==> src/rtl/tone_pkg.sv <==
package tone_pkg;

   localparam int unsigned SINE_AW  = 4;
   localparam int unsigned SINE_W   = 4;
   localparam int unsigned SINE_MID = 8;

   typedef enum logic [1:0] {
      CFG_STEP = 2'd0,
      CFG_MASK = 2'd1,
      CFG_DIV  = 2'd2,
      CFG_NONE = 2'd3
   } cfg_sel_e;

   // one sine cycle, 16 points, 8 + round(7*sin(2*pi*k/16))
   function automatic logic [SINE_W-1:0] sine16(input int unsigned k);
      logic [SINE_W-1:0] v;
      case (k % 16)
         0:       v = 4'd8;
         1:       v = 4'd11;
         2:       v = 4'd13;
         3:       v = 4'd14;
         4:       v = 4'd15;
         5:       v = 4'd14;
         6:       v = 4'd13;
         7:       v = 4'd11;
         8:       v = 4'd8;
         9:       v = 4'd5;
         10:      v = 4'd3;
         11:      v = 4'd2;
         12:      v = 4'd1;
         13:      v = 4'd2;
         14:      v = 4'd3;
         default: v = 4'd5;
      endcase
      return v;
   endfunction

endpackage

==> src/rtl/tone_tick_div.sv <==
module tone_tick_div #(
   parameter int unsigned DIV_W = 16
) (
   input  logic             clk,
   input  logic             rst,
   input  logic [DIV_W-1:0] div_val,
   output logic             tick,
   output logic [DIV_W-1:0] frame_pos,
   output logic [DIV_W-1:0] span
);

   localparam logic [DIV_W-1:0] MIN_DIV = DIV_W'(2);

   logic [DIV_W-1:0] cnt_q;

   // divide values below the minimum are raised to it
   always_comb span = (div_val < MIN_DIV) ? MIN_DIV : div_val;

   // >= keeps the counter from running away after span shrinks
   assign tick      = (cnt_q >= (span - DIV_W'(1)));
   assign frame_pos = cnt_q;

   always_ff @(posedge clk) begin
      if (rst)       cnt_q <= '0;
      else if (tick) cnt_q <= '0;
      else           cnt_q <= cnt_q + DIV_W'(1);
   end

endmodule

==> src/rtl/tone_phase_acc.sv <==
module tone_phase_acc #(
   parameter int unsigned PH_W   = 16,
   parameter int unsigned FRAC_W = 8,
   parameter int unsigned TBL_AW = 4
) (
   input  logic              clk,
   input  logic              rst,
   input  logic              tick,
   input  logic [PH_W-1:0]   step,
   input  logic [TBL_AW-1:0] mask,
   output logic [TBL_AW-1:0] addr
);

   localparam int unsigned INT_W = PH_W - FRAC_W;

   logic [PH_W-1:0]   phase_q;
   logic [TBL_AW-1:0] idx;
   int unsigned       ones;

   initial begin
      assert (INT_W >= TBL_AW) else $error("integer part narrower than table address");
   end

   always_ff @(posedge clk) begin
      if (rst)       phase_q <= '0;
      else if (tick) phase_q <= phase_q + step;
   end

   // masked integer index, stretched so a short table still spans one cycle
   always_comb begin
      idx  = phase_q[FRAC_W +: TBL_AW] & mask;
      ones = $countones(mask);
      addr = idx << (TBL_AW - ones);
   end

endmodule

==> src/rtl/tone_sine_rom.sv <==
module tone_sine_rom #(
   parameter int unsigned TBL_AW = 4,
   parameter int unsigned SMP_W  = 4
) (
   input  logic [TBL_AW-1:0] addr,
   output logic [SMP_W-1:0]  data
);

   localparam int unsigned DEPTH = 1 << TBL_AW;

   logic [SMP_W-1:0] tbl [DEPTH];

   initial begin
      assert (TBL_AW == tone_pkg::SINE_AW && SMP_W == tone_pkg::SINE_W)
         else $error("table shape must be 16 x 4");
   end

   for (genvar k = 0; k < DEPTH; k++) begin : g_ent
      assign tbl[k] = SMP_W'(tone_pkg::sine16(k));
   end

   assign data = tbl[addr];

endmodule

==> src/rtl/tone_pwm.sv <==
module tone_pwm #(
   parameter int unsigned DIV_W = 16,
   parameter int unsigned SMP_W = 4,
   parameter int unsigned MID   = 8
) (
   input  logic             clk,
   input  logic             rst,
   input  logic             tick,
   input  logic [SMP_W-1:0] next_code,
   input  logic [DIV_W-1:0] frame_pos,
   input  logic [DIV_W-1:0] span,
   output logic [SMP_W-1:0] code,
   output logic             pwm
);

   localparam int unsigned PROD_W = DIV_W + SMP_W;

   logic [SMP_W-1:0]  code_q;
   logic [PROD_W-1:0] pos_scaled;
   logic [PROD_W-1:0] level;

   always_ff @(posedge clk) begin
      if (rst)       code_q <= SMP_W'(MID);
      else if (tick) code_q <= next_code;
   end

   // high while pos * 2^SMP_W < code * span
   always_comb begin
      pos_scaled = {frame_pos, {SMP_W{1'b0}}};
      level      = PROD_W'(code_q) * PROD_W'(span);
   end

   assign pwm  = (pos_scaled < level);
   assign code = code_q;

endmodule

==> src/rtl/tone_synth.sv <==
module tone_synth #(
   parameter int unsigned PH_W    = 16,
   parameter int unsigned FRAC_W  = 8,
   parameter int unsigned TBL_AW  = 4,
   parameter int unsigned SMP_W   = 4,
   parameter int unsigned DIV_W   = 16,
   parameter int unsigned CFG_W   = 16,
   parameter int unsigned DIV_RST = 16
) (
   input  logic             clk,
   input  logic             rst,
   input  logic             cfg_we,
   input  logic [1:0]       cfg_sel,
   input  logic [CFG_W-1:0] cfg_wdata,
   output logic             sample_tick,
   output logic [SMP_W-1:0] sample_code,
   output logic             pwm_out
);
   import tone_pkg::*;

   logic [PH_W-1:0]   step_q;
   logic [TBL_AW-1:0] mask_q;
   logic [DIV_W-1:0]  div_q;
   logic [DIV_W-1:0]  frame_pos;
   logic [DIV_W-1:0]  span;
   logic [TBL_AW-1:0] tbl_addr;
   logic [SMP_W-1:0]  tbl_data;

   initial begin
      assert (CFG_W >= PH_W && CFG_W >= DIV_W) else $error("write port too narrow");
      assert (FRAC_W < PH_W) else $error("no integer phase bits");
   end

   always_ff @(posedge clk) begin
      if (rst) begin
         step_q <= '0;
         mask_q <= '1;
         div_q  <= DIV_W'(DIV_RST);
      end else if (cfg_we) begin
         case (cfg_sel_e'(cfg_sel))
            CFG_STEP: step_q <= cfg_wdata[PH_W-1:0];
            CFG_MASK: mask_q <= cfg_wdata[TBL_AW-1:0];
            CFG_DIV:  div_q  <= cfg_wdata[DIV_W-1:0];
            default:  ;
         endcase
      end
   end

   tone_tick_div #(.DIV_W(DIV_W)) u_div (
      .clk(clk), .rst(rst), .div_val(div_q),
      .tick(sample_tick), .frame_pos(frame_pos), .span(span)
   );

   tone_phase_acc #(.PH_W(PH_W), .FRAC_W(FRAC_W), .TBL_AW(TBL_AW)) u_acc (
      .clk(clk), .rst(rst), .tick(sample_tick),
      .step(step_q), .mask(mask_q), .addr(tbl_addr)
   );

   tone_sine_rom #(.TBL_AW(TBL_AW), .SMP_W(SMP_W)) u_rom (
      .addr(tbl_addr), .data(tbl_data)
   );

   tone_pwm #(.DIV_W(DIV_W), .SMP_W(SMP_W), .MID(SINE_MID)) u_pwm (
      .clk(clk), .rst(rst), .tick(sample_tick), .next_code(tbl_data),
      .frame_pos(frame_pos), .span(span), .code(sample_code), .pwm(pwm_out)
   );

endmodule

==> config.mk <==
export PLATFORM = sky130hd
export DESIGN_NAME = tone_synth
export DESIGN_NICKNAME = d
export VERILOG_FILES = /design/src/rtl/tone_pkg.sv /design/src/rtl/tone_tick_div.sv /design/src/rtl/tone_phase_acc.sv /design/src/rtl/tone_sine_rom.sv /design/src/rtl/tone_pwm.sv /design/src/rtl/tone_synth.sv
export SDC_FILE = /design/constraint.sdc
export NUM_CORES = 1
export LEC_CHECK = 0
export BUFFER_PORTS_ARGS = -buffer_cell sky130_fd_sc_hd__buf_4
export CORE_MARGIN = 2
export CORE_UTILIZATION = 50
export CTS_BUF_LIST = sky130_fd_sc_hd__clkbuf_8 sky130_fd_sc_hd__clkbuf_16
export CTS_CLUSTER_DIAMETER = 80
export DETAILED_ROUTE_END_ITERATION = 7
export PLACE_DENSITY = 0.71
export SLEW_MARGIN = 10
export SYNTH_ARGS = -nofsm -noshare
export SYNTH_HDL_FRONTEND = slang
export SYNTH_SLANG_ARGS = --single-unit
==> constraint.sdc <==
create_clock -name clk -period 9.5 [get_ports clk]
set_input_delay 0 -clock clk [delete_from_list [all_inputs] [get_ports clk]]
set_output_delay 0 -clock clk [all_outputs]
set_load 0.01 [all_outputs]
# Word-level counts from Yosys, hierarchy flattened

Memories as Yosys holds them, arrays and structs flattened. A register that Yosys moved wholly into a read port is not among the register bits.
Cells that the tools add are included.
Widths: inputs -> output; s select.

Bitwise logic cells: 2
Multiply operators: 1
Eq/ne operators: 2
Add/sub/neg operators: 7
Shift operators: 1
Div/mod/pow operators: 0
Magnitude comparators: 3
Muxes and demuxes: 1
Reductions and logical operators: 5

Operators by type and width:

| operator              | count |
|---|---|
| $add 32x32->32        | 1 |
| $shl 4x32->4          | 1 |
| $sub 3x32->32 const A | 1 |
| $lt 20x20->1          | 1 |
| $mul 4x16->20         | 1 |
| $add 16x1->16 const B | 1 |
| $add 16x16->16        | 1 |
| $ge 16x16->1          | 1 |
| $lt 16x2->1 const B   | 1 |
| $mux 16               | 1 |
| $sub 16x1->16 const B | 1 |
| $reduce_and 2->1      | 3 |
| $not 4->5             | 1 |
| $add 1x1->2           | 2 |
| $and 4x4->4           | 1 |
| $eq 2x1->1 const B    | 1 |
| $eq 2x2->1 const B    | 1 |
| $logic_not 2->1       | 1 |
| $reduce_or 2->1       | 1 |

Flip-flop bits (word level): 68
Output and inout bits: 6
Logic and storage cells: 28
Memories: 1
Latch bits: 0
Bits in writable memories: 0
Memory bits (read-only): 64
Input port bits: 21

Memories:

| name            | depth | bits a word | rd ports | clocked after Yosys merged registers in | wr ports | line                | text |
|---|---|---|---|---|---|---|---|
| (no name shown) | 16    | 4           | 1        | 1                                       | 0        | tone_sine_rom.sv:22 | `assign data = tbl[addr];` |

# Depth between registers and ports, before layout

Gate-level depths: netlist (run 1).

Depth after elaboration: 5
Mapped depth: 25
Depth with buffers taken out: 23

# Cells and area by module

A second synthesis (run 1) with hierarchy kept.

Cells, all modules: 804
Area total of the unflattened synthesis: 6,747.7 µm²

By module, submodules not included:

| module         | cells each | seq. area each (µm²) | times used | area each (µm²) |
|---|---|---|---|---|
| tone_pwm       | 326        | 80.1                 | 1          | 2,534.9 |
| tone_synth     | 145        | 720.7                | 1          | 1,512.7 |
| tone_tick_div  | 183        | 320.3                | 1          | 1,455.1 |
| tone_phase_acc | 135        | 240.2                | 1          | 1,097.3 |
| tone_sine_rom  | 15         | 0.0                  | 1          | 147.6 |

# Worst setup path before layout (run 1)

Ideal clock, no wire load.

Kind: flip-flop to output port
Start: reg div_q[10]
End: out pwm_out
Path slack: 3,878 ps
Buffers on the path: 2
Stages on the path, launching flop included: 25
Arrival: 5,622 ps
Data required time: 9,500 ps
Path through: dfxtp_1 buf_6 or4_4 nand4bb_1 or3_1 buf_6 nor2b_4 nand2b_1 fa_1 fa_1 inv_1 ha_1 a211oi_1 o21bai_1 a21oi_1 o31ai_1 a221o_1 a21oi_1 xor2_1 ha_1 a21o_1 a21o_1 a21oi_1 o21ai_0 a21oi_1

Word-level cells in the longest chain between the ends: 4

RTL lines:

| item                   | line                | text |
|---|---|---|
| start, declared        | tone_synth.sv:23    | `logic [DIV_W-1:0] div_q;` |
| start signal, assigned | tone_synth.sv:38    | `div_q <= DIV_W'(DIV_RST);` |
| start signal, assigned | tone_synth.sv:43    | `CFG_DIV: div_q <= cfg_wdata[DIV_W-1:0];` |
| $lt 16x2->1            | tone_tick_div.sv:17 | `always_comb span = (div_val < MIN_DIV) ? MIN_DIV : div_val;` |
| $mux 16 (*)            | tone_tick_div.sv:17 |  |
| $mul 4x16->20 (*)      | tone_pwm.sv:30      | `level = PROD_W'(code_q) * PROD_W'(span);` |
| $lt 20x20->1 (*)       | tone_pwm.sv:33      | `assign pwm = (pos_scaled < level);` |
| end, declared          | tone_synth.sv:17    | `output logic pwm_out` |

Every way passes the cells marked *; elsewhere a longest branch is shown, timed or not.

# Worst setup path in the final report (run 1)

Ends and elaborated chain as after synthesis.

==> results of run 1 <==
-- worst paths after layout --
check,start,endpoint,slack [ns],cells after the start
setup / recovery,div_q[10],pwm_out,2.98,23
hold / removal,rst,u_acc.phase_q[3],0.1,2
setup reg to reg,div_q[10],u_acc.phase_q[11],4.52,16
hold reg to reg,u_acc.phase_q[0],u_acc.phase_q[0],0.50,2
-- cells in the mapped netlist (all sizes together) (3+ instances only) --
cell type	count	area, sq um
nor3	9	45.0
a31oi	3	18.8
inv	77	289
mux2i	21	210
nor3b	4	30.0
clkbuf	24	91.3
dfxtp	64	1280
o31a	3	26.3
a211o	7	61.3
xnor2	25	219
ha	80	1000
or2	4	25.0
nor2	70	263
a211oi	4	30.0
a21oi	51	255
o21ai	20	100
nand3b	8	60.1
nand3	18	95.1
fa	29	581
nor2b	7	51.3
nand2	80	300
xor2	23	201
a311oi	4	35.0
nand2b	9	56.3
o21bai	5	37.5
o311ai	3	33.8
a21o	18	135
and3	5	33.8
or3	5	31.3
buf	9	53.8
nand4	12	75.1
nor4	6	43.8
and2	36	229
-- worst register-to-register path: cells and delay by family, from the launching register on --
family                   cells  cell delay, ns
AO/OA/AOI/OAI                4            0.78
XOR/XNOR                     1            0.23
adder cells (fa/ha/maj)      2            0.62
buffers and inverters        1            0.36
flip-flops                   1            0.39
multiplexers                 1            0.38
AND/OR/NAND/NOR              7            2.11
-- cell type report --
type,instances,area (sq um),share of cell area [%]
repair buffers,44,370,5.32
clock inverters,6,91.3,1.31
clock buffers,10,239,3.43
well taps,168,210,3.02
flip-flops and latches,64,1280,18.4
inverters,77,289,4.15
multi-input cells,589,4480,64.4
-- registers in the layout, summed over array words and instances (netlist names) --
signal / flops
div_q: 16
u_div.frame_pos: 16
u_acc.phase_q: 12
step_q: 12
mask_q: 4
u_pwm.code: 4
-- per-stage QoR --
stage | power [uW] | setup slack, ns | area (sq um) | utilization (%)
global placement | 395 | 3.51 | 6470 | 53.7
finish | 765 | 2.98 | 6960 | 57.7
global route | 801 | 2.58 | 6960 | 57.7
detailed placement | 401 | 3.32 | 6470 | 53.7
CTS | 773 | 2.94 | 6960 | 57.7
floorplan | 369 | 3.88 | 6180 | -
-- metal layers --
metal	global-route usage, %	up-vias
li1	-	2621
met1	27.7	2449
met2	38.0	92
met3	4.01	25
met4	7.95	0
met5	0	-
-- power by group through the flow --
stage	logic [uW]	registers (uW)	clock network (uW)
after CTS	116	285	371
after global placement	105	290	0
final	116	286	363
after global routing	130	287	384
after floorplan	83.8	285	0
after detailed placement	110	291	0
-- kinds of logic after synthesis --
kind of cell	after synthesis	share of synthesized area [%]
fa+ha+maj	109	25.6
xor+xnor	48	6.80
buf+inv	110	7.02
mux	22	3.58
flops	64	20.7
simple gates	277	22.3
compound gates	133	14.0
==> results by group, run 1 <==
Global route
  – Total global-route track usage: 22.1%
  – Initial antenna violation count: 0
  – Largest net degree at the start of global routing: 51
  – First-pass GRT wire length: 23,400 microns
  – Vias in the first global route: 5,087
  – GRT overflow: 0

Synthesis
  – Number of synthesized flops with an enable pin: 0
  – Syn_area_per_cell: 8.10 sq um
  – Seq cells post-synth: 64
  – Syn_nets: 893
  – Synth Instances: 763
  – Yosys Warn Count: 0
  – Asr flop ratio synth: 0%
  – Ys flop type: dfxtp_1
  – Netlist cell types: 61
  – Sequential element share of the synthesized area: 20.7%
  – Syn Std Cell Area: 6180 sq um

Route
  – DR vias: 5,187
  – Residual DRC: 0
  – Metal2 WL: 6710 microns
  – Antenna viol nets, final: 0
  – Vias/cell: 5.41
  – Met1 Wirelength: 6330 microns
  – DRT Wirelength: 13,800 microns
  – Starting DRC count in detailed routing: 202
  – Max Used Layer: met4
  – Drt wl/cell: 14.4 microns
  – Initial DRT Pass Iterations: 5
  – Metal3 WL: 491 microns

Clock tree
  – Clk_lat worst skew: 0.34 ns
  – Cts hold-fix bufs: 16
  – Post_cts resized: 0
  – Inserted Clock Buffers: 9
  – Clk buf depth: 2
  – Root Driver: clkbuf_16
  – H-tree Lvls: 3
  – Clk slew on worst S/H paths: 0.06 ns
  – Post-CTS Setup Bufs: 0
  – CTS tree: done
  – Clock Sinks: 64

Floorplanning
  – Row cnt: 40
  – Ports: 27
  – Die H: 115 microns
  – Effective utilization at floorplan: 51.3%
  – Die X-Extent: 115 microns
  – Die area: 13,300 sq um
  – Core area: 12,100 sq um

Pwr
  – Internal power: 565 uW
  – Sw Pwr: 200 uW
  – Clock power frac: 47.5%
  – Share of power burned in registers: 37.4%
  – Peak supply drop: 0.000102 V
  – PwrDens: 110 nW/um^2
  – LEAKAGE: 0.00320 uW
  – Combinational Power Share: 15.1%
  – Sw Ratio: 26.2%

Cells and area
  – Non-filler cells, final: 958
  – Most frequent cells in the layout: nand2_1, ha_1, inv_1, nor2_1, dfxtp_1
  – Fraction of layout cells with a size suffix above 1: 7.59%
  – N_diodes: 0
  – Fill count: 1,093
  – Synth-to-layout area growth: 12.6%
  – # nets final: 915

Timing
  – Worst hold margin: 0.100 ns
  – Fin Setup TNS: 0 ns
  – Setup-failing EPs final: 0
  – Rel. slew slack: 52.6%
  – Fin. Hold Viols: 0
  – Clock skew: 0.00751 ns
  – Slew Viols, Final: 0
  – Maximum clock rate: 0.153 GHz
  – Tcrit/Tclk final: 68.6%
  – Minimum clock period: 6.52 ns
  – RSZ-0062 raised after global routing: no
  – Slew @ Worst Pin: 0.703 ns

Setup path
  – CP Data Required Time: 9.50 ns
  – Top Family by Delay on Critical Path: compound AO/OA/AOI/OAI gates
  – CP startpoint kind: flop
  – CP Capture Type: primary output
  – CP max-delay cell: fa_1
  – Top cell by count, worst path: a21oi_1
  – WP buf/inv: 2
  – Crit path arrival time: 6.52 ns
  – Worst-path maximum fanout: 10
  – Critical path cell sequence: or4_4, nand4bb_1, or3_1, nor2b_4, nand2b_1, fa_1, fa_1, inv_1, ha_1, a211oi_1, o21bai_1, a21oi_1, o31ai_1, a221o_1, a21oi_1, xor2_1, ha_1, a21o_1, a21o_1, a21oi_1, o21ai_0, a21oi_1, buf_4
  – Critical path type: reg2out
  – CP peak stage delay: 0.61 ns

Place
  – Gpl congestion: 0.853
  – IO Port Bufs: 26
  – Dpl cells: 926
  – Detailed placer's ending HPWL: 10,700 microns

Outcome
  – Outcome: finished, final reports clean

Run
  – Maximum capacitance violations: 0

Hold path
  – Worst min-delay path class: in2reg
No activity file was read; power rests on OpenSTA's default activity.
==> run 2, diff against run 1 <==
- ABC_AREA: unset -> 1
- clock period: 9.5 -> 6.15 ns (I/O delays scaled with it)
==> results by group, run 2 <==
Outcome
  – Outcome: finished, violations left
  – Failing checks: negative hold slack

Route
  – Starting DRC count in detailed routing: 310
  – Residual DRC: 0
  – DR vias: 5,995
  – Antenna viol nets, final: 0
  – DRT Wirelength: 15,800 microns
  – Initial DRT Pass Iterations: 5
  – Drt wl/cell: 13.2 microns
  – Vias/cell: 5.02

Setup path
  – CP Capture Type: primary output
  – CP peak stage delay: 0.54 ns
  – Worst-path maximum fanout: 8
  – Critical path type: reg2out
  – Top Family by Delay on Critical Path: simple AND/OR/NAND/NOR gates
  – CP startpoint kind: flop
  – Crit path arrival time: 5.09 ns
  – Reg2Reg Setup Slack: 1.83 ns
  – WP buf/inv: 6
  – Cells on worst reg2reg path: 22
  – WP depth: 31
  – CP max-delay cell: fa_1
  – CP Data Required Time: 6.15 ns
  – Top cell by count, worst path: nand2_1

Cells and area
  – Synth-to-layout area growth: 11.8%
  – Cell area after layout: 7390 sq um
  – Most common cell after layout, fill and taps aside: nand2_1
  – Fraction of layout cells with a size suffix above 1: 6.39%
  – Most frequent cells in the layout: nand2_1, inv_1, nor2_1, ha_1, dfxtp_1
  – N_diodes: 0
  – # nets final: 1,143

Clock tree
  – Inserted Clock Buffers: 9
  – CTS tree: done
  – Clk slew on worst S/H paths: 0.06 ns
  – Root Driver: clkbuf_16
  – Clk_lat worst skew: 0.35 ns
  – Clock Sinks: 64
  – Clk buf depth: 2
  – H-tree Lvls: 3

Synthesis
  – Syn_area_per_cell: 6.69 sq um
  – Post-Synth XOR/XNOR Area: 4.90%
  – Sequential element share of the synthesized area: 19.4%
  – Syn Std Cell Area: 6620 sq um
  – Top-count cell post-synth: nand2_1
  – Yosys Warn Count: 0
  – Mux cell area share after synthesis: 0%
  – Post-Synth Adder-Cell Area: 23.9%
  – Compound-cell area share of the yosys netlist: 10.1%
  – Top cells by count, synth: nand2_1, inv_1, nor2_1, ha_1, dfxtp_1
  – Synth Instances: 989
  – Asr flop ratio synth: 0%
  – Combinational family with the most area after synthesis: simple AND/OR/NAND/NOR gates
  – Synth area leaders: dfxtp_1, ha_1, nand2_1
  – Largest area contributor in the netlist: dfxtp_1
  – Syn_nets: 1,119
  – Ys flop type: dfxtp_1
  – Simple-gate area share of the yosys netlist: 28.8%
  – Synth top area share: 19.4%
  – Seq cells post-synth: 64
  – Netlist cell types: 42
  – Number of synthesized flops with an enable pin: 0

Floorplanning
  – Die H: 119 microns
  – Die area: 14,200 sq um
  – Ports: 27
  – Effective utilization at floorplan: 50.6%
  – Row cnt: 42
  – Die X-Extent: 119 microns
  – Core area: 13,100 sq um

Pwr
  – Peak supply drop: 0.000197 V
  – Combinational Power Share: 18.8%
  – LEAKAGE: 0.00388 uW
  – Internal power: 923 uW
  – Sw Ratio: 29.4%
  – PwrDens: 177 nW/um^2
  – Sw Pwr: 385 uW
  – Share of power burned in registers: 34.1%
  – Tot Pwr: 1310 uW
  – Clock power frac: 47.2%

Timing
  – Fin Setup TNS: 0 ns
  – Tcrit/Tclk final: 82.7%
  – Maximum clock rate: 0.197 GHz
  – RSZ-0062 raised after global routing: no
  – Setup-failing EPs final: 0
  – Minimum clock period: 5.09 ns
  – Clock skew: 0.00885 ns
  – Fin. Hold Viols: 1
  – Worst hold margin: -0.00725 ns
  – Slew @ Worst Pin: 1.12 ns
  – Slew Viols, Final: 0
  – Rel. slew slack: 25.3%

Run
  – Maximum capacitance violations: 0

Global route
  – Vias in the first global route: 5,732
  – Total global-route track usage: 23.4%
  – First-pass GRT wire length: 26,800 microns
  – GRT overflow: 0
  – Initial antenna violation count: 0
  – Largest net degree at the start of global routing: 41

Hold path
  – Worst min-delay path class: in2reg
  – Worst Hold Depth: 3

Place
  – Placed cell areas: 6890 sq um
  – Gpl congestion: 0.899
  – Detailed placer's ending HPWL: 12,600 microns
  – IO Port Bufs: 26
run 2: cell families (layout without fill, tap and decap cells):
group / after synthesis / after routing
adders and majority gates: 109 / 109
buffers and inverters: 218 / 247
xor gates and xnor gates: 37 / 37
and+or+nand+nor: 441 / 441
AOI/OAI and AO/OA: 120 / 120
DFF: 64 / 64
run 2: worst paths after layout:
check	startpoint	endpoint
setup / recovery	div_q[7]	pwm_out
hold / removal	cfg_wdata[13]	div_q[13]
setup reg to reg	div_q[8]	u_div.frame_pos[9]
hold reg to reg	u_acc.phase_q[0]	u_acc.phase_q[0]
run 2: power by group through the flow:
stage	sequential, uW	clock [uW]	combinational (uW)
final	446	617	246
after global routing	448	639	285
after CTS	446	625	246
after detailed placement	455	0	237
after global placement	454	0	234
after floorplan	445	0	186
run 2: what timing repair did:
action | 4_1_cts | 5_1_grt
hold buffers | 15 | 0
setup buffers | 0 | 0
endpoints found under the hold margin | 30 | 0
resized for setup | 0 | 0
run 2: cell type report:
type	count	area [sq um]
Inverter	189	712
Clock inverter	7	128
Sequential cell	64	1280
Fill cell	1253	5690
Multi-Input combinational cell	707	4480
Timing Repair Buffer	42	353
Clock buffer	9	225
Tap cell	176	220
run 2: worst min-delay path: stages:
cell and delay [ns]:
buf_4 0.08, o21ai_0 0.10, a21oi_1 0.12
run 2: layer usage:
layer  GRT usage (%)  vias to the layer above  wire, microns
li1                -                     3144              -
met1            30.8                     2740           7580
met2            40.4                       97           7350
met3            4.55                       14            658
met4            4.09                        0            174
met5               0                        -              0
run 2: through the flow:
| step | cells | setup slack, ns | util, % |
|---|---|---|---|
| finish | 1194 | 1.06 | 56.5 |
| floorplan | 989 | 1.92 | - |
| global route | 1194 | 0.504 | 56.5 |
| global placement | 1163 | 1.48 | 52.7 |
| detailed placement | 1163 | 1.41 | 52.7 |
| CTS | 1194 | 1.04 | 56.5 |
